<file path="config.mk">
export PLATFORM = sky130hd
export DESIGN_NAME = kgw_top
export DESIGN_NICKNAME = d
export VERILOG_FILES = /design/src/rtl/kgw_pkg.sv /design/src/rtl/kgw_prescale.sv /design/src/rtl/kgw_counter.sv /design/src/rtl/kgw_keyfsm.sv /design/src/rtl/kgw_regs.sv /design/src/rtl/kgw_top.sv
export SDC_FILE = /design/constraint.sdc
export NUM_CORES = 1
export LEC_CHECK = 0
export BUFFER_PORTS_ARGS = -buffer_cell sky130_fd_sc_hd__buf_2
export CAP_MARGIN = 20
export CORE_ASPECT_RATIO = 1.2
export CORE_MARGIN = 2
export CORE_UTILIZATION = 35
export DETAILED_ROUTE_END_ITERATION = 16
export PLACE_DENSITY_LB_ADDON = 0.1
export SLEW_MARGIN = 40
export SYNTH_ARGS = -nofsm -noshare
export SYNTH_HDL_FRONTEND = slang
export SYNTH_SLANG_ARGS = --single-unit
</file>
<file path="constraint.sdc">
create_clock -name clk -period 4.49 [get_ports clk]
set_input_delay 0.449 -clock clk [delete_from_list [all_inputs] [get_ports clk]]
set_output_delay 0.449 -clock clk [all_outputs]
set_load 0.02 [all_outputs]
</file>
<file path="src/rtl/kgw_pkg.sv">
package kgw_pkg;
   // byte offsets decoded on the register bus
   localparam int unsigned OFS_CTRL = 0;
   localparam int unsigned OFS_CNT  = 2;
   localparam int unsigned OFS_MODE = 4;

   // control field positions
   localparam int unsigned CTRL_RUN_BIT = 7;
   localparam int unsigned CTRL_AR_BIT  = 8;
   localparam int unsigned CTRL_PS_LO   = 9;

   // mode register values
   localparam int unsigned MODE_ARM_BIT = 15;
   localparam logic [15:0] KEY_PRIME    = 16'h00F5;
   localparam logic [15:0] KEY_CONFIRM  = 16'h00A0;

   typedef enum logic {
      KEY_IDLE   = 1'b0,
      KEY_PRIMED = 1'b1
   } key_state_e;
endpackage

</file>
<file path="src/rtl/kgw_prescale.sv">
module kgw_prescale #(
   parameter int unsigned PS_W = 3
) (
   input  logic            clk,
   input  logic            rst_n,
   input  logic            run,
   input  logic            restart,
   input  logic [PS_W-1:0] psel,
   output logic            tick
);
   localparam int unsigned DIV_W = 2 ** PS_W;

   generate
      if (PS_W < 1 || PS_W > 5) begin : g_bad_ps
         $error("kgw_prescale: PS_W out of range");
      end
   endgenerate

   logic [DIV_W-1:0] pre_q;
   logic [DIV_W-1:0] mask;

   // mask holds p+1 low ones: terminal value of a 2^(p+1) divider
   generate
      for (genvar gi = 0; gi < DIV_W; gi++) begin : g_mask
         assign mask[gi] = (gi <= int'(psel));
      end
   endgenerate

   assign tick = run && !restart && ((pre_q & mask) == mask);

   always_ff @(posedge clk or negedge rst_n) begin
      if (!rst_n) begin
         pre_q <= '0;
      end else if (!run || restart || tick) begin
         pre_q <= '0;
      end else begin
         pre_q <= pre_q + 1'b1;
      end
   end


   run_start_clr_chk: assert property (@(posedge clk) disable iff (!rst_n)
      (run && !$past(run)) |-> (pre_q == '0));
endmodule

</file>
<file path="src/rtl/kgw_counter.sv">
module kgw_counter #(
   parameter int unsigned CNT_W = 16,
   parameter int unsigned PS_W  = 3
) (
   input  logic             clk,
   input  logic             rst_n,
   input  logic             run,
   input  logic             auto_rl,
   input  logic [PS_W-1:0]  psel,
   input  logic             load_wr,
   input  logic [CNT_W-1:0] load_data,
   input  logic             armed,
   output logic [CNT_W-1:0] count,
   output logic             irq_o,
   output logic             rst_o
);
   localparam logic [CNT_W-1:0] CNT_ONE  = CNT_W'(1);
   localparam logic [CNT_W-1:0] CNT_INIT = '1;

   logic             tick;
   logic [CNT_W-1:0] count_q;
   logic [CNT_W-1:0] reload_q;
   logic             step_exp;
   logic             force_exp;
   logic             expire;
   logic             irq_q;
   logic             rst_q;

   kgw_prescale #(.PS_W(PS_W)) u_pre (
      .clk     (clk),
      .rst_n   (rst_n),
      .run     (run),
      .restart (load_wr),
      .psel    (psel),
      .tick    (tick)
   );

   assign step_exp  = tick && (count_q == CNT_ONE);
   assign force_exp = load_wr && (load_data == '0) && armed;
   assign expire    = step_exp || force_exp;

   always_ff @(posedge clk or negedge rst_n) begin
      if (!rst_n) begin
         count_q  <= CNT_INIT;
         reload_q <= CNT_INIT;
      end else if (load_wr) begin
         count_q  <= load_data;
         reload_q <= load_data;
      end else if (tick && (count_q != '0)) begin
         if (step_exp && auto_rl) begin
            count_q <= reload_q;
         end else begin
            count_q <= count_q - 1'b1;
         end
      end
   end

   always_ff @(posedge clk or negedge rst_n) begin
      if (!rst_n) begin
         irq_q <= 1'b0;
         rst_q <= 1'b0;
      end else begin
         irq_q <= expire;
         rst_q <= expire && armed;
      end
   end

   assign count = count_q;
   assign irq_o = irq_q;
   assign rst_o = rst_q;


   hold_at_zero_chk: assert property (@(posedge clk) disable iff (!rst_n)
      (!auto_rl && (count_q == '0) && !load_wr) |=> (count_q == '0));

   stopped_stable_chk: assert property (@(posedge clk) disable iff (!rst_n)
      (!run && !load_wr) |=> $stable(count_q));

   rst_with_irq_chk: assert property (@(posedge clk) disable iff (!rst_n)
      rst_q |-> irq_q);
endmodule

</file>
<file path="src/rtl/kgw_keyfsm.sv">
module kgw_keyfsm
   import kgw_pkg::*;
#(
   parameter int unsigned DATA_W = 16
) (
   input  logic              clk,
   input  logic              rst_n,
   input  logic              mode_wr,
   input  logic [DATA_W-1:0] wdata,
   output logic              armed
);
   localparam logic [DATA_W-1:0] PRIME   = DATA_W'(KEY_PRIME);
   localparam logic [DATA_W-1:0] CONFIRM = DATA_W'(KEY_CONFIRM);

   key_state_e state_q;
   logic       armed_q;

   always_ff @(posedge clk or negedge rst_n) begin
      if (!rst_n) begin
         state_q <= KEY_IDLE;
         armed_q <= 1'b0;
      end else if (mode_wr) begin
         if ((state_q == KEY_PRIMED) && (wdata == CONFIRM)) begin
            armed_q <= 1'b0;
            state_q <= KEY_IDLE;
         end else begin
            state_q <= (wdata == PRIME) ? KEY_PRIMED : KEY_IDLE;
            if (wdata[MODE_ARM_BIT]) begin
               armed_q <= 1'b1;
            end
         end
      end
   end

   assign armed = armed_q;


   arm_on_bit_chk: assert property (@(posedge clk) disable iff (!rst_n)
      (mode_wr && wdata[MODE_ARM_BIT]) |=> armed_q);

   lone_confirm_chk: assert property (@(posedge clk) disable iff (!rst_n)
      (mode_wr && (wdata == CONFIRM) && (state_q == KEY_IDLE)) |=> (armed_q == $past(armed_q)));

   no_write_keeps_chk: assert property (@(posedge clk) disable iff (!rst_n)
      !mode_wr |=> $stable(armed_q));
endmodule

</file>
<file path="src/rtl/kgw_regs.sv">
module kgw_regs
   import kgw_pkg::*;
#(
   parameter int unsigned DATA_W    = 16,
   parameter int unsigned ADDR_W    = 3,
   parameter int unsigned CNT_W     = 16,
   parameter int unsigned PS_W      = 3,
   parameter bit          REG_RDATA = 1'b1
) (
   input  logic              clk,
   input  logic              rst_n,
   input  logic              wr_en,
   input  logic              rd_en,
   input  logic [ADDR_W-1:0] addr,
   input  logic [DATA_W-1:0] wdata,
   input  logic [CNT_W-1:0]  count,
   input  logic              armed,
   output logic              run,
   output logic              auto_rl,
   output logic [PS_W-1:0]   psel,
   output logic              load_wr,
   output logic              mode_wr,
   output logic [DATA_W-1:0] rdata
);
   generate
      if (CTRL_PS_LO + PS_W > DATA_W) begin : g_bad_fields
         $error("kgw_regs: prescale field does not fit the bus");
      end
      if (2 ** ADDR_W <= OFS_MODE) begin : g_bad_addr
         $error("kgw_regs: ADDR_W too narrow for the register map");
      end
   endgenerate

   logic              sel_ctrl, sel_cnt, sel_mode;
   logic              run_q, ar_q;
   logic [PS_W-1:0]   ps_q;
   logic [DATA_W-1:0] ctrl_word;
   logic [DATA_W-1:0] mode_word;
   logic [DATA_W-1:0] rd_word;

   assign sel_ctrl = (addr == ADDR_W'(OFS_CTRL));
   assign sel_cnt  = (addr == ADDR_W'(OFS_CNT));
   assign sel_mode = (addr == ADDR_W'(OFS_MODE));

   assign load_wr = wr_en && sel_cnt;
   assign mode_wr = wr_en && sel_mode;

   always_ff @(posedge clk or negedge rst_n) begin
      if (!rst_n) begin
         run_q <= 1'b0;
         ar_q  <= 1'b0;
         ps_q  <= '0;
      end else if (wr_en && sel_ctrl) begin
         run_q <= wdata[CTRL_RUN_BIT];
         ar_q  <= wdata[CTRL_AR_BIT];
         ps_q  <= wdata[CTRL_PS_LO +: PS_W];
      end
   end

   always_comb begin
      ctrl_word                     = '0;
      ctrl_word[CTRL_RUN_BIT]       = run_q;
      ctrl_word[CTRL_AR_BIT]        = ar_q;
      ctrl_word[CTRL_PS_LO +: PS_W] = ps_q;
      mode_word                     = '0;
      mode_word[MODE_ARM_BIT]       = armed;
      if (sel_ctrl) begin
         rd_word = ctrl_word;
      end else if (sel_cnt) begin
         rd_word = DATA_W'(count);
      end else if (sel_mode) begin
         rd_word = mode_word;
      end else begin
         rd_word = '0;
      end
   end

   generate
      if (REG_RDATA) begin : g_rd_reg
         logic [DATA_W-1:0] rdata_q;
         always_ff @(posedge clk or negedge rst_n) begin
            if (!rst_n) begin
               rdata_q <= '0;
            end else if (rd_en) begin
               rdata_q <= rd_word;
            end
         end
         assign rdata = rdata_q;
      end else begin : g_rd_comb
         assign rdata = rd_en ? rd_word : '0;
      end
   endgenerate

   assign run     = run_q;
   assign auto_rl = ar_q;
   assign psel    = ps_q;
endmodule

</file>
<file path="src/rtl/kgw_top.sv">
module kgw_top #(
   parameter int unsigned DATA_W    = 16,
   parameter int unsigned ADDR_W    = 3,
   parameter int unsigned CNT_W     = 16,
   parameter int unsigned PS_W      = 3,
   parameter bit          REG_RDATA = 1'b1
) (
   input  logic              clk,
   input  logic              rst_n,
   input  logic              wr_en,
   input  logic              rd_en,
   input  logic [ADDR_W-1:0] addr,
   input  logic [DATA_W-1:0] wdata,
   output logic [DATA_W-1:0] rdata,
   output logic              irq,
   output logic              rst_req
);
   generate
      if (DATA_W < 16) begin : g_bad_data
         $error("kgw_top: DATA_W must be at least 16");
      end
      if (CNT_W > DATA_W || CNT_W < 2) begin : g_bad_cnt
         $error("kgw_top: CNT_W must lie between 2 and DATA_W");
      end
   endgenerate

   logic             run, auto_rl, load_wr, mode_wr, armed;
   logic [PS_W-1:0]  psel;
   logic [CNT_W-1:0] count;

   kgw_regs #(
      .DATA_W(DATA_W), .ADDR_W(ADDR_W), .CNT_W(CNT_W),
      .PS_W(PS_W), .REG_RDATA(REG_RDATA)
   ) u_regs (
      .clk     (clk),
      .rst_n   (rst_n),
      .wr_en   (wr_en),
      .rd_en   (rd_en),
      .addr    (addr),
      .wdata   (wdata),
      .count   (count),
      .armed   (armed),
      .run     (run),
      .auto_rl (auto_rl),
      .psel    (psel),
      .load_wr (load_wr),
      .mode_wr (mode_wr),
      .rdata   (rdata)
   );

   kgw_keyfsm #(.DATA_W(DATA_W)) u_key (
      .clk     (clk),
      .rst_n   (rst_n),
      .mode_wr (mode_wr),
      .wdata   (wdata),
      .armed   (armed)
   );

   kgw_counter #(.CNT_W(CNT_W), .PS_W(PS_W)) u_cnt (
      .clk       (clk),
      .rst_n     (rst_n),
      .run       (run),
      .auto_rl   (auto_rl),
      .psel      (psel),
      .load_wr   (load_wr),
      .load_data (wdata[CNT_W-1:0]),
      .armed     (armed),
      .count     (count),
      .irq_o     (irq),
      .rst_o     (rst_req)
   );


   zero_load_fires_chk: assert property (@(posedge clk) disable iff (!rst_n)
      (load_wr && (wdata[CNT_W-1:0] == '0) && armed) |=> (irq && rst_req));

   disarmed_no_reset_chk: assert property (@(posedge clk) disable iff (!rst_n)
      !armed |=> !rst_req);
endmodule

</file>
After elaboration in Yosys (flattened, before gate mapping)
Index checks and enable logic that the tools add are counted.
{"block": "classes", "order_cmp": 7, "reduce_logical": 23, "n_div": 0, "n_bitwise": 1, "shifts": 0, "mux": 11, "addsub": 2, "eq_ne": 6, "n_mul": 0}
{"op": "$mux W16", "count": 6}
{"op": "$eq A16 B8 Y1 const B", "count": 2}
{"op": "$eq A16 B1 Y1 const B", "count": 1}
{"op": "$logic_not A16 Y1", "count": 1}
{"op": "$reduce_bool A16 Y1", "count": 1}
{"op": "$sub A16 B1 Y16 const B", "count": 1}
{"op": "$le A3 B3 Y1 const A", "count": 4}
{"op": "$logic_and A1 B1 Y1", "count": 12}
{"op": "$add A8 B1 Y8 const B", "count": 1}
{"op": "$and A8 B8 Y8", "count": 1}
{"op": "$eq A8 B8 Y1", "count": 1}
{"op": "$mux W8", "count": 1}
{"op": "$le A2 B3 Y1 const A", "count": 2}
{"op": "$mux W1", "count": 4}
{"op": "$reduce_bool A2 Y1", "count": 2}
{"op": "$eq A3 B2 Y1 const B", "count": 1}
{"op": "$eq A3 B3 Y1 const B", "count": 1}
{"op": "$le A1 B3 Y1 const A", "count": 1}
{"op": "$logic_not A3 Y1", "count": 1}
{"op": "$logic_or A1 B1 Y1", "count": 3}
{"op": "$logic_not A1 Y1", "count": 2}
{"op": "$reduce_and A2 Y1", "count": 1}
{"block": "word_totals", "latchBits": 0, "out_inout_bits": 18, "ram_bits": 0, "in_bits": 23, "memories": 0, "reg_bits": 65, "elab_cells": 61, "rom_bits": 0}

Longest topological paths before layout
Gate-level depths: netlist of the first run.
{"block": "logic_depth", "word_depth": 10, "mapped_depth": 9, "ltp_nobuf": 8}

Hierarchy
From an unflattened synthesis of the first run, not the netlist that was laid out.
{"block": "hier_totals", "hier_cells": 355, "area_unflattened_um2": 3632.2}
{"mod": "kgw_counter", "cells_per_inst": 234, "instances": 1, "seq_area_each_um2": 890.9, "area_per_inst_um2": 2107.0}
{"mod": "kgw_regs", "cells_per_inst": 61, "instances": 1, "seq_area_each_um2": 525.5, "area_per_inst_um2": 922.1}
{"mod": "kgw_prescale", "cells_per_inst": 46, "instances": 1, "seq_area_each_um2": 200.2, "area_per_inst_um2": 464.2}
{"mod": "kgw_keyfsm", "cells_per_inst": 14, "instances": 1, "seq_area_each_um2": 50.0, "area_per_inst_um2": 138.9}

Worst setup path after synthesis of the first run
No wires, ideal clock.
{"block": "synth_path", "path_kind": "reg-to-reg", "from": "register u_cnt.count_q[0] (netlist: u_cnt.count[0])", "to": "register u_cnt.count_q[6] (netlist: u_cnt.count[6])", "setup_time_ns": 0.062, "synth_period_minus_slack_ns": 1.883, "setup_slack_ns": 2.607, "required_ns": 4.428, "path_stages_with_launch": 8, "t_arrival_ns": 1.821, "n_path_buf": 1, "cell_sequence": "dfstp_2 -> ha_1 -> and2_1 -> clkbuf_1 -> a21oi_1 -> or3_1 -> a21oi_1 -> o221a_1"}
{"block": "synth_between", "elab_chain_len": 6, "word_cells_on_any_way": 10, "classes_between": "add/sub: 1; eq/ne: 1; mux: 3; reduce/logical: 5"}
{"element": "from (decl)", "line_no": "kgw_counter.sv:21", "text": "logic [CNT_W-1:0] count_q;"}
{"element": "from (signal assigned)", "line_no": "kgw_counter.sv:47", "text": "count_q <= load_data;"}
{"element": "from (signal assigned)", "line_no": "kgw_counter.sv:51", "text": "count_q <= reload_q;"}
{"element": "from (signal assigned)", "line_no": "kgw_counter.sv:53", "text": "count_q <= count_q - 1'b1;"}
{"element": "branches (longest 6 deep; another with $sub A16 B1 Y16)"}
Several ways; the timed one is not identified. The select of a mux whose other input is x is not followed.
A chain may end at the register's enable or synchronous reset.

Worst setup path in the final report of the first run
{"block": "layout_path", "from": "input port addr[2]", "to": "register u_cnt.count_q[15] (netlist: u_cnt.count[15])"}
{"block": "layout_between", "elab_chain_len": 10, "word_cells_on_any_way": 12, "classes_between": "eq/ne: 1; mux: 3; reduce/logical: 8"}
{"element": "from (decl)", "line_no": "kgw_top.sv:12", "text": "input logic [ADDR_W-1:0] addr,"}
{"element": "$eq A3 B2 Y1 *", "line_no": "kgw_regs.sv:42", "text": "assign sel_cnt = (addr == ADDR_W'(OFS_CNT));"}
{"element": "$logic_and A1 B1 Y1 *", "line_no": "kgw_regs.sv:45", "text": "assign load_wr = wr_en && sel_cnt;"}
{"element": "$logic_not A1 Y1", "line_no": "kgw_prescale.sv:29", "text": "assign tick = run && !restart && ((pre_q & mask) == mask);"}
{"element": "$logic_and A1 B1 Y1 (2 in a row)", "line_no": "kgw_prescale.sv:29"}
{"element": "$logic_and A1 B1 Y1", "line_no": "kgw_counter.sv:38", "text": "assign step_exp = tick && (count_q == CNT_ONE);"}
{"element": "$logic_and A1 B1 Y1", "line_no": "kgw_counter.sv:50", "text": "if (step_exp && auto_rl) begin"}
{"element": "$mux W16", "line_no": "kgw_counter.sv:50"}
{"element": "$mux W16", "line_no": "kgw_counter.sv:49", "text": "end else if (tick && (count_q != '0)) begin"}
{"element": "$mux W16", "line_no": "kgw_counter.sv:46", "text": "end else if (load_wr) begin"}
Every way passes the cells marked *; elsewhere a longest branch is shown, timed or not. The select of a mux whose other input is x is not followed.

==> metrics.md, run 1 <==
| Metric | Value |
|---|---|
| Ys flop type | dfrtp_1 |
| Number of setup violations in the final report | 0 |
| Max-Cap Viols | 0 |
| Sequential area share after synthesis | 0.463 |
| DP HPWL | 7.17 mm |
| Cell Pwr Density | 503 mW/mm^2 |
| RSZ-0062 raised after global routing | no |
| R2R depth | 6 |
| Commonest cells after routing, fill and taps aside | nand2_1 (70), nor2_1 (39), buf_2 (39), dfrtp_1 (33), dfstp_2 (32) |
| Worst VDD drop | between 0.0002 and 0.00025 V |
| Final hold vios | 0 |
| Required time worst endpoint | 4.72 ns |
| TritonCTS clock tree | yes |
| Relative slew slack | 0.497 |
| Setup TNS | 0 ns |
| Placer congestion estimate | 0.891 |
| Fmax | 415 MHz |
| DP Worst Slack | 1.75 ns |
| Total gr overflow | 0 |
| Worst-Skew Late Latency | 0.33 ns |
| Pin count of the biggest net entering global routing | 34 |
| GR peak layer | met2 |
| Clock skew | 0.00882 ns |
| Number of synthesized flops with an enable pin | 0 |
| Post-CTS Setup Inserts | 0 |
| Global Route Usage Sum | 0.197 |
| Fin area | 0.00414 sq mm |
| CP Capture Type | flop |
| Global-route wire length before repair | between 15 and 20 mm |
| Final worst slack | between 2 and 2.5 ns |
| CP max FO | 30 |
| Final Cycle Share | 0.537 |
| Hold buffer count at cts | 0 |
| Drt wl/cell | 17.9 um |
| WP data arrival | 2.64 ns |
| Iter 0 DRT Violations | 143 |
| Initial antenna violation count | 0 |
| Antenna viol nets, final | 0 |
| Ys async rst share | 1.00 |
| Worst setup SP type | input port |
| WL final | around 10 mm |
| CTS Sinks | 65 |
| Area grow syn2layout | 15.2% |
| Routed vias/inst | about 5.4 |
| Worst Max-Slew Pin Slew | 0.748 ns |
| R2r setup slk | 2.09 ns |
| Syn_area_per_cell | approximately 9 sq um |
| Status | finished clean |
| Yosys warns | 0 |
| Starting density of the core | 0.359 |
| Commonest non-fill, non-tap cell in the layout | nand2_1 |
| Mapped Area | 0.00360 sq mm |
| Met2 usage | 0.300 |
| # H-tree levels | 3 |
| Utilization after layout | 0.414 |
| Post-Synthesis Cells | 394 |
| Core Box Area | 0.0100 sq mm |
| Layout fillers | 1,037 |
| WS Path Type | input port to flop |
| Die Width | between 90 and 100 um |
| Post-Synthesis Net Count | roughly 420 |
| Share of cells above drive strength 1 | 0.275 |
| M1 GR Usage | 0.269 |
| Placed Area | ~0.0039 sq mm |
| Unique masters post-synth | 68 |
| Max Slew Vio Count | 0 |
| Worst-case clock buffer depth | 2 |
| Leakage power | 0.00177 uW |
| Die area | approximately 0.011 sq mm |
| # rows | 40 |
| Die height | 115 um |
| TritonCTS Buffers | 9 |
| Routed vias | about 3,000 |
| Io pins | 41 |
| Final hold slack | 0.0489 ns |
| Fin crit period | 2.41 ns |
| Yosys reg bits | 65 |
| Final #Nets | 454 |
| Clock transition at path regs | 0.06 ns |
| Vias in the first global route | between 2,000 and 3,000 |
| Input/output buffers | 40 |
| Post-CTS sizing | 0 |
| Pre-antenna DRT Iters | 4 |
| Global routing met3 resource utilization | 0.0308 |
| # diodes | 0 |
| Hold Crit Class | input port to async pin |
| Number of remaining DRC errors | 0 |
| CTS root buf | clkbuf_16 |
-- cell usage after synthesis, types with 3 or more instances --
master / count / area, sq um
a22oi_1: 6 / 45.0
xor2_1: 4 / 35.0
buf_6: 4 / 45.0
o211ai_1: 4 / 30.0
a21oi_1: 28 / 140
nor3b_1: 3 / 22.5
or3_1: 6 / 37.5
o22ai_1: 3 / 18.8
clkbuf_1: 10 / 37.5
a221o_1: 3 / 30.0
nand3_1: 17 / 85.1
dfstp_2: 32 / 841
and2_1: 4 / 25.0
o41ai_1: 3 / 26.3
xnor2_1: 5 / 43.8
or2_2: 3 / 18.8
nor3_1: 7 / 35.0
inv_1: 21 / 78.8
mux2_2: 5 / 56.3
a21boi_0: 3 / 22.5
dfrtp_1: 33 / 826
ha_1: 4 / 50.1
o21ai_0: 13 / 65.1
nor4_1: 5 / 31.3
nor2_1: 39 / 146
buf_2: 6 / 30.0
nand2_1: 70 / 263
a221oi_1: 3 / 26.3
-- cells by family after synthesis --
| group | share of synthesized area |
|---|---|
| flops | 0.463 |
| xor+xnor | 0.0219 |
| fa+ha+maj | 0.0139 |
| mux | 0.0157 |
| buf+inv | 0.0563 |
| simple gates | 0.248 |
| compound gates | 0.181 |
-- per-stage QoR --
stage | total power (uW) | instances
after floorplan | 1270 | 394
after global placement | 1430 | 542
after detailed placement | 1440 | 542
after CTS | 2100 | 558
after global routing | 2220 | 558
final | 2080 | 558
-- critical path: stages --
cell and delay, ns:
buf_2 0.15, nand4bb_1 0.15, buf_4 0.34, nand2_1 0.16
nor3_2 0.28, and2_1 0.56, a21oi_2 0.22, a221oi_1 0.34
-- power by group --
| group | internal [uW] | switching [uW] | total [uW] |
|---|---|---|---|
| sequential | 734 | 128 | 862 |
| clock | 401 | 248 | 649 |
| combinational | 236 | 337 | 573 |
| total | 1370 | 713 | 2080 |
-- state kept, by name, summed over array words and instances (netlist names), 3 cells and up --
| register | cells |
|---|---|
| u_cnt.reload_q | 16 |
| u_regs.psel | 3 |
| u_cnt.count | 16 |
| u_cnt.u_pre.pre_q | 8 |
| u_regs.rdata | 16 |
-- per-layer routing --
| layer | wire length (um) | vias to the layer above |
|---|---|---|
| li1 | - | 1458 |
| met1 | 4660 | 1452 |
| met2 | 4600 | 69 |
| met3 | 401 | 17 |
| met4 | 304 | 0 |
| met5 | 0 | - |
-- cell type report --
class                           count  area (sq um)  area share
Multi-Input combinational cell    286          1730       0.418
Clock buffer                       13           260      0.0628
Timing Repair Buffer               44           233      0.0562
Tap cell                          126           158      0.0380
Sequential cell                    65          1670       0.402
Inverter                           21          78.8      0.0190
Clock inverter                      3          15.0     0.00362
-- worst paths after layout --
check	endpoint	from
max	u_cnt.count[15]	addr[2]
min	u_cnt.u_pre.pre_q[4]	rst_n
max reg2reg	u_cnt.count[3]	u_cnt.count[0]
min reg2reg	u_cnt.reload_q[3]	u_cnt.reload_q[3]
max in group asynchronous	u_cnt.reload_q[4]	rst_n
min in group clk	u_cnt.reload_q[13]	wdata[13]
Note: power is estimated with default switching activity, not from simulation.
==> run 2: changes to the inputs <==
==> constraint.sdc (replaced) <==
create_clock -name clk -period 2 [get_ports clk]
set_input_delay 0.2 -clock clk [delete_from_list [all_inputs] [get_ports clk]]
set_output_delay 0.2 -clock clk [all_outputs]
set_load 0.02 [all_outputs]
==> run 2 against run 1 <==
  * Hold slack improved by 0.031 ns
  * Critical endpoint is now u_cnt.count[12]
  * Critical path depth unchanged
  * Via count grew 2.8%
  * First-iteration DRC count rose by 2.8%
  * Critical path type is now flop to flop
  * Combinational power rose to 2.9 times the previous value
==> metrics.md, run 2 (synthesized netlist as in run 1, its figures left out) <==
| Metric | Value |
|---|---|
| Pin count of the biggest net entering global routing | 66 (+94%) |
| Fmax | 518 MHz |
| Crit path buf inv count | 1 (-1) |
| Crit path max-delay cell type | dfstp_2 |
| Global Route Usage Sum | 0.200 (+0.00304) |
| Hold Crit Class | input port to flop |
| Flop pwr share | 0.365 (-0.049) |
| # H-tree levels | 3 (unchanged) |
| Pre-antenna DRT Iters | 4 (unchanged) |
| Core Box Area | 0.0100 sq mm (unchanged) |
| Number of setup violations in the final report | 0 (unchanged) |
| CP max FO | 5 (-83%) |
| WS Path Type | flop to flop |
| WP data arrival | 2.18 ns (-0.46 ns) |
| CP Capture Type | flop |
| Final worst slack | 0.0713 ns (-2.01 ns) |
| Share of cells above drive strength 1 | 0.358 (+0.0821) |
| Sequence of cells on the critical path | inv_1 -> ha_1 -> nor3b_4 -> and2_2 -> nand3b_1 -> xnor2_1 -> a211o_1 -> o211ai_1 |
| Setup TNS | 0 ns (unchanged) |
| Fin crit period | 1.93 ns |
| Number of remaining DRC errors | 0 (unchanged) |
| Area grow syn2layout | 26.0% |
| Switch Pwr | 1740 uW (+140%) |
| DP Worst Slack | -0.0861 ns (-1.83 ns) |
| TritonCTS clock tree | yes |
| Commonest non-fill, non-tap cell in the layout | nand2_1 |
| WL final | 10.2 mm (+2.0%) |
| Antenna viol nets, final | 0 (unchanged) |
| Commonest cells after routing, fill and taps aside | nand2_1 (70), buf_2 (40), nor2_1 (39), buf_4 (35) |
| Total gr overflow | 0 (unchanged) |
| Relative slew slack | 0.671 (+0.174) |
| Routed vias/inst | 5.20 (-3.2%) |
| Clock skew | 0.00502 ns (-0.00380 ns) |
| Final hold vios | 0 (unchanged) |
| Global-route wire length before repair | 16.6 mm (+2.3%) |
| CP top delay family | flip-flops |
| Iter 0 DRT Violations | 147 (+2.8%) |
| CTS root buf | clkbuf_16 |
| Worst-Skew Late Latency | 0.34 ns (about the same) |
| Max Slew Vio Count | 0 (unchanged) |
| Die Width | 96.5 um (unchanged) |
| Die area | 0.0111 sq mm (unchanged) |
| CP max stage delay | 0.57 ns (about the same) |
| # rows | 40 (unchanged) |
| Required time worst endpoint | 2.25 ns (-2.47 ns) |
| Finished Layout Cells | 593 (+6.3%) |
| Initial antenna violation count | 0 (unchanged) |
| Routed vias | 3,081 (+2.8%) |
| Die height | 115 um (unchanged) |
| DP Cell Count | 570 (+5.2%) |
| Starting density of the core | 0.359 (unchanged) |
| Worst VDD drop | 0.000505 V (+130%) |
| Status | finished clean |
| Placer congestion estimate | 0.872 (-2.1%) |
| Clock power frac | 0.311 (about the same) |
| Leakage power | 0.00198 uW (+12%) |
| Vias in the first global route | 3,104 (+5.0%) |
| Clock transition at path regs | 0.05 ns (about the same) |
| Switching share of total power | 0.337 (-0.00523) |
| Input/output buffers | 40 (unchanged) |
| Io pins | 41 (unchanged) |
| Worst Max-Slew Pin Slew | 0.493 ns (-0.254 ns) |
| Final #Nets | 489 (+7.7%) |
| Cell Pwr Density | 1140 mW/mm^2 (+130%) |
| Final Cycle Share | 0.964 |
| DP HPWL | 7.38 mm (+2.9%) |
| Worst setup SP type | flop |
| Internal | 3420 uW (+150%) |
| # diodes | 0 (unchanged) |
| Drt wl/cell | 17.2 um (-4.0%) |
| CTS Sinks | 65 (unchanged) |
| TritonCTS Buffers | 9 (unchanged) |
| Max-Cap Viols | 0 (unchanged) |
| Worst-case clock buffer depth | 2 (unchanged) |
| Logic pwr share | 0.324 (+0.049) |
run 2: worst reg2reg max path: stages (launching register included):
cell and delay, ns:
dfstp_2 0.57, inv_1 0.09, ha_1 0.21, nor3b_4 0.17, and2_2 0.24, nand3b_1 0.12, xnor2_1 0.07, a211o_1 0.29
o211ai_1 0.10
run 2: power groups by stage:
| stage | Clock (uW) | Sequential [uW] | Combinational (uW) |
|---|---|---|---|
| 3_3_place_gp | 0 | 1900 | 1530 |
| 2_1_floorplan | 0 | 1830 | 1020 |
| 5_1_grt | 1710 | 1920 | 1840 |
| 3_5_place_dp | 0 | 1900 | 1520 |
| 4_1_cts | 1640 | 1890 | 1540 |
| 6_report | 1600 | 1880 | 1670 |
run 2: repair_timing:
item / 4_1_cts / 5_1_grt
hold endpoints to repair: 33 / 0
cloned: 0 / 0
setup endpoints to repair: 4 / 14
hold buffers: 1 / 0
pin swaps: 0 / 2
buffers inserted: 0 / 6
gates resized for setup: 3 / 18
run 2: worst paths after layout:
path,startpoint,to,slack [ns],cells past startpoint
max in group asynchronous,rst_n,u_cnt.reload_q[3],1.27,3
min,wdata[1],u_cnt.reload_q[1],0.08,3
min in group asynchronous,rst_n,u_cnt.u_pre.pre_q[4],0.41,3
max reg2reg,u_cnt.count[1],u_cnt.count[12],0.07,8
min reg2reg,u_cnt.reload_q[11],u_cnt.reload_q[11],0.46,2
max,u_cnt.count[1],u_cnt.count[12],0.07,8
run 2: through the flow:
step / total power (uW) / hold slack [ns] / utilization / instance area (sq um)
3_3_place_gp: 3440 / 0.248 / 0.409 / 4100
5_1_grt: 5470 / 0.104 / 0.453 / 4530
6_report: 5150 / 0.0799 / 0.453 / 4530
4_1_cts: 5080 / 0.0764 / 0.441 / 4420
3_5_place_dp: 3430 / 0.250 / 0.409 / 4100
2_1_floorplan: 2850 / -0.0956 / - / 3600
run 2: area by class of cell:
type                       count  area [sq um]
fill                        1006          5480
multi-input combinational    286          1800
sequential                    65          1670
timing repair buffer          79           524
clock buffer                  10           239
tap                          126           158
inverter                      21          78.8
clock inverter                 6          66.3
run 2: per-layer routing:
| layer | GRT usage | up-vias | routed length (um) |
|---|---|---|---|
| met2 | 0.300 | 68 | 4810 |
| met3 | 0.0387 | 15 | 357 |
| met1 | 0.279 | 1469 | 4750 |
| met5 | 0 | - | 0 |
| met4 | 0.0873 | 0 | 252 |
| li1 | - | 1529 | - |
==> run 3: changes to the inputs <==
--- a/config.mk
+++ b/config.mk
@@ -5,6 +5,7 @@
 export SDC_FILE = /design/constraint.sdc
 export NUM_CORES = 1
 export LEC_CHECK = 0
+export ABC_AREA = 1
 export BUFFER_PORTS_ARGS = -buffer_cell sky130_fd_sc_hd__buf_2
 export CAP_MARGIN = 20
 export CORE_ASPECT_RATIO = 1.2
==> run 3 against run 2 <==
  * Synthesized cell count increased by 26%
  * Setup slack improved by 0.088 ns
  * Flip-flop and latch count unchanged
  * Combinational power fell by 28%
  * Hold slack better by 0.045 ns
  * Final cell count is 15% higher
  * Utilization down 2.5 points
  * Total power is 9.5% lower
  * Non-clock buffer count decreased by 23
  * Cell area shrank 0.83%
  * Largest power group unchanged
  * Synthesized area up 4.6%
  * Sequential share of layout area is 0.28 points higher
==> metrics.md, run 3 <==
| Metric | Value |
|---|---|
| Cell Pwr Density | 1040 mW/mm^2 (-8.7%) |
| Ys flop type | dfrtp_1 |
| Yosys reg bits | 65 (unchanged) |
| Pin count of the biggest net entering global routing | 66 (unchanged) |
| Yosys top cell by area | dfstp_2 |
| Commonest non-fill, non-tap cell in the layout | nand2_1 |
| Antenna viol nets, final | 0 (unchanged) |
| CP max stage delay | 0.57 ns (about the same) |
| Yosys warns | 0 (unchanged) |
| Worst-case clock buffer depth | 2 (unchanged) |
| Commonest cells after routing, fill and taps aside | nand2_1 (99), inv_1 (79), nor2_1 (63), nand3_1 (45), buf_2 (40) |
| # H-tree levels | 3 (unchanged) |
| Area grow syn2layout | 19.4% |
| WP data arrival | 2.11 ns (-0.07 ns) |
| Global Route Usage Sum | 0.184 (-0.0152) |
| Most used cell, CP | nand2_1 |
| Number of setup violations in the final report | 0 (unchanged) |
| Number of synthesized flops with an enable pin | 0 (unchanged) |
| Met3 wire length | 324 um (-9.2%) |
| CP max FO | 9 (+4) |
| R2r setup slk | 0.16 ns (+0.09 ns) |
| Sequence of cells on the critical path | inv_1 -> ha_1 -> nand2_1 -> nor2_1 -> nand2_1 -> nand4_4 -> buf_4 -> a21boi_0 -> nand3_1 -> nand2_1 -> inv_1 |
| Input/output buffers | 40 (unchanged) |
| Max-Cap Viols | 0 (unchanged) |
| Die area | 0.0116 sq mm (+4.4%) |
| Core Box Area | 0.0105 sq mm (+5.1%) |
| Commonest cells in the netlist | nand2_1 (99), inv_1 (79), nor2_1 (64), nand3_1 (45), o21ai_0 (36) |
| CP Capture Type | flop |
| CP top delay family | flip-flops |
| TritonCTS Buffers | 9 (unchanged) |
| Largest cells by area after synthesis | dfstp_2 (22%), dfrtp_1 (22%), nand2_1 (9.9%), inv_1 (7.9%), nor2_1 (6.4%) |
| Die Width | 98.7 um (+2.2%) |
| Die height | 118 um (+2.2%) |
| Share of cells above drive strength 1 | 0.245 (-0.113) |
| Total gr overflow | 0 (unchanged) |
| Final hold vios | 0 (unchanged) |
| Setup TNS | 0 ns (unchanged) |
| Crit path buf inv count | 3 (+2) |
| Final worst slack | 0.159 ns (+0.0882 ns) |
| Worst VDD drop | 0.000417 V (-17%) |
| Starting density of the core | 0.358 (-0.00149) |
| Iter 0 DRT Violations | 140 (-4.8%) |
| WL final | 9.90 mm (-2.7%) |
| Fmax | 543 MHz (+4.8%) |
| Worst setup SP type | flop |
| DP HPWL | 7.44 mm (+0.90%) |
| Layout fillers | 1,099 (+9.2%) |
| Clock transition at path regs | 0.05 ns (about the same) |
| Routed vias | 3,287 (+6.7%) |
| Placer congestion estimate | 0.879 (+0.79%) |
| Final #Nets | 577 (+18%) |
| Mapped Area | 0.00376 sq mm (+4.6%) |
| Max Slew Vio Count | 0 (unchanged) |
| TritonCTS clock tree | yes |
| Status | finished clean |
| # diodes | 0 (unchanged) |
| WL met2 | 4.72 mm (-2.0%) |
| Post-Synthesis Cells | 497 (+26%) |
| Io pins | 41 (unchanged) |
| Initial antenna violation count | 0 (unchanged) |
| DP Worst Slack | 0.0160 ns (+0.102 ns) |
| Sequential area share after synthesis | 0.443 (-0.0205) |
| Vias in the first global route | 3,358 (+8.2%) |
| Required time worst endpoint | 2.27 ns (+0.02 ns) |
| CTS Sinks | 65 (unchanged) |
| Fin crit period | 1.84 ns (-0.0882 ns) |
| Top sig layer | met4 |
| Crit path max-delay cell type | dfstp_2 |
| WS Path Type | flop to flop |
| Ys async rst share | 1.00 (unchanged) |
| Leakage power | 0.00213 uW (+7.6%) |
| Number of remaining DRC errors | 0 (unchanged) |
| Global-route wire length before repair | 16.8 mm (+1.2%) |
| Routed vias/inst | 4.81 (-7.5%) |
| Syn_area_per_cell | 7.57 sq um (-17%) |
| Unique masters post-synth | 41 (-40%) |
| RSZ-0062 raised after global routing | no |
| Relative slew slack | 0.692 (+0.0210) |
| Post-Synthesis Net Count | 524 (+24%) |
| Hold Crit Class | input port to flop |
| # rows | 41 (+2.5%) |
| Worst-Skew Late Latency | 0.34 ns (about the same) |
| Final Cycle Share | 0.920 (-0.0441) |
| CTS root buf | clkbuf_16 |
| Worst Max-Slew Pin Slew | 0.462 ns (-0.0315 ns) |
| Yosys top cell area share | 0.223 (-0.0103) |
| Drt wl/cell | 14.5 um (-16%) |
| M1 wire length | 4.63 mm (-2.7%) |
| Pre-antenna DRT Iters | 4 (unchanged) |
| Clock skew | 0.00614 ns (+0.00112 ns) |
| Top-count cell post-synth | nand2_1 |
run 3: changes by cell type in the layout (fill, tap and decap cells not counted), sizes merged, moves of 5 or more:
cell and delta:
o21ai +24, a22oi -7, nand2 +32, buf -23
a21oi -16, nand4 +11, a31oi +5, nor2 +36
and2 -6, or3 -6, nand3 +28, inv +62
run 3: cells by family (layout without fill, tap and decap cells):
family | Yosys count | in the layout | synth area share
AO/OA/AOI/OAI | 65 | 65 | 0.0974
XOR/XNOR | 7 | 7 | 0.0163
adder cells (fa/ha/maj) | 4 | 4 | 0.0133
buffers and inverters | 98 | 156 | 0.103
flip-flops | 65 | 65 | 0.443
multiplexers | 1 | 1 | 0.00299
AND/OR/NAND/NOR | 257 | 257 | 0.324
run 3: worst paths after layout:
check / start / end / depth (start not counted)
max: u_cnt.count[0] / u_cnt.count[5] / 11
min: wdata[8] / u_cnt.reload_q[8] / 3
max reg2reg: u_cnt.count[0] / u_cnt.count[5] / 11
min reg2reg: u_cnt.reload_q[11] / u_cnt.reload_q[11] / 2
max in group asynchronous: rst_n / u_cnt.count[5] / 3
min in group asynchronous: rst_n / u_cnt.u_pre.pre_q[6] / 3
run 3: final cells by class:
class                           instances  area (sq um)  area share
Multi-Input combinational cell        334          1720       0.382
Sequential cell                        65          1670       0.371
Tap cell                              129           161      0.0359
Clock inverter                          5          32.5     0.00724
Inverter                               84           315      0.0702
Clock buffer                           11           243      0.0540
Timing Repair Buffer                   56           360      0.0802
run 3: worst reg2reg max path, stage by stage (launching register included):
cell and delay [ns]:
dfstp_2 0.57, inv_1 0.09, ha_1 0.20, nand2_1 0.07, nor2_1 0.04, nand2_1 0.10
nand4_4 0.13, buf_4 0.20, a21boi_0 0.18, nand3_1 0.10, nand2_1 0.06, inv_1 0.04
run 3: metrics by stage:
step                power (uW)  instances  area, sq um   util  hold slack (ns)
finish                    4660        684         4490  0.427            0.125
global route              4980        684         4490  0.427            0.147
CTS                       4710        682         4460  0.425            0.118
detailed placement        3230        665         4170  0.397            0.252
global placement          3220        665         4170  0.397            0.253
floorplan                 2810        497         3760      -          -0.0956
run 3: routing by layer:
layer  global-route usage  vias to the layer above
met5                    0                        -
met4               0.0805                        0
li1                     -                     1685
met1                0.240                     1527
met2                0.300                       62
met3               0.0315                       13
run 3: repair_timing:
item,CTS,global route
pin swaps,0,0
buffers inserted,0,2
hold buffers,1,0
gates resized for setup,1,1
setup endpoints to repair,1,14
endpoints found under the hold margin,33,0
run 3: power by group:
group	internal [uW]	total [uW]	switching, uW
Clock	867	1450	586
Sequential	1740	2010	276
Combinational	466	1200	731
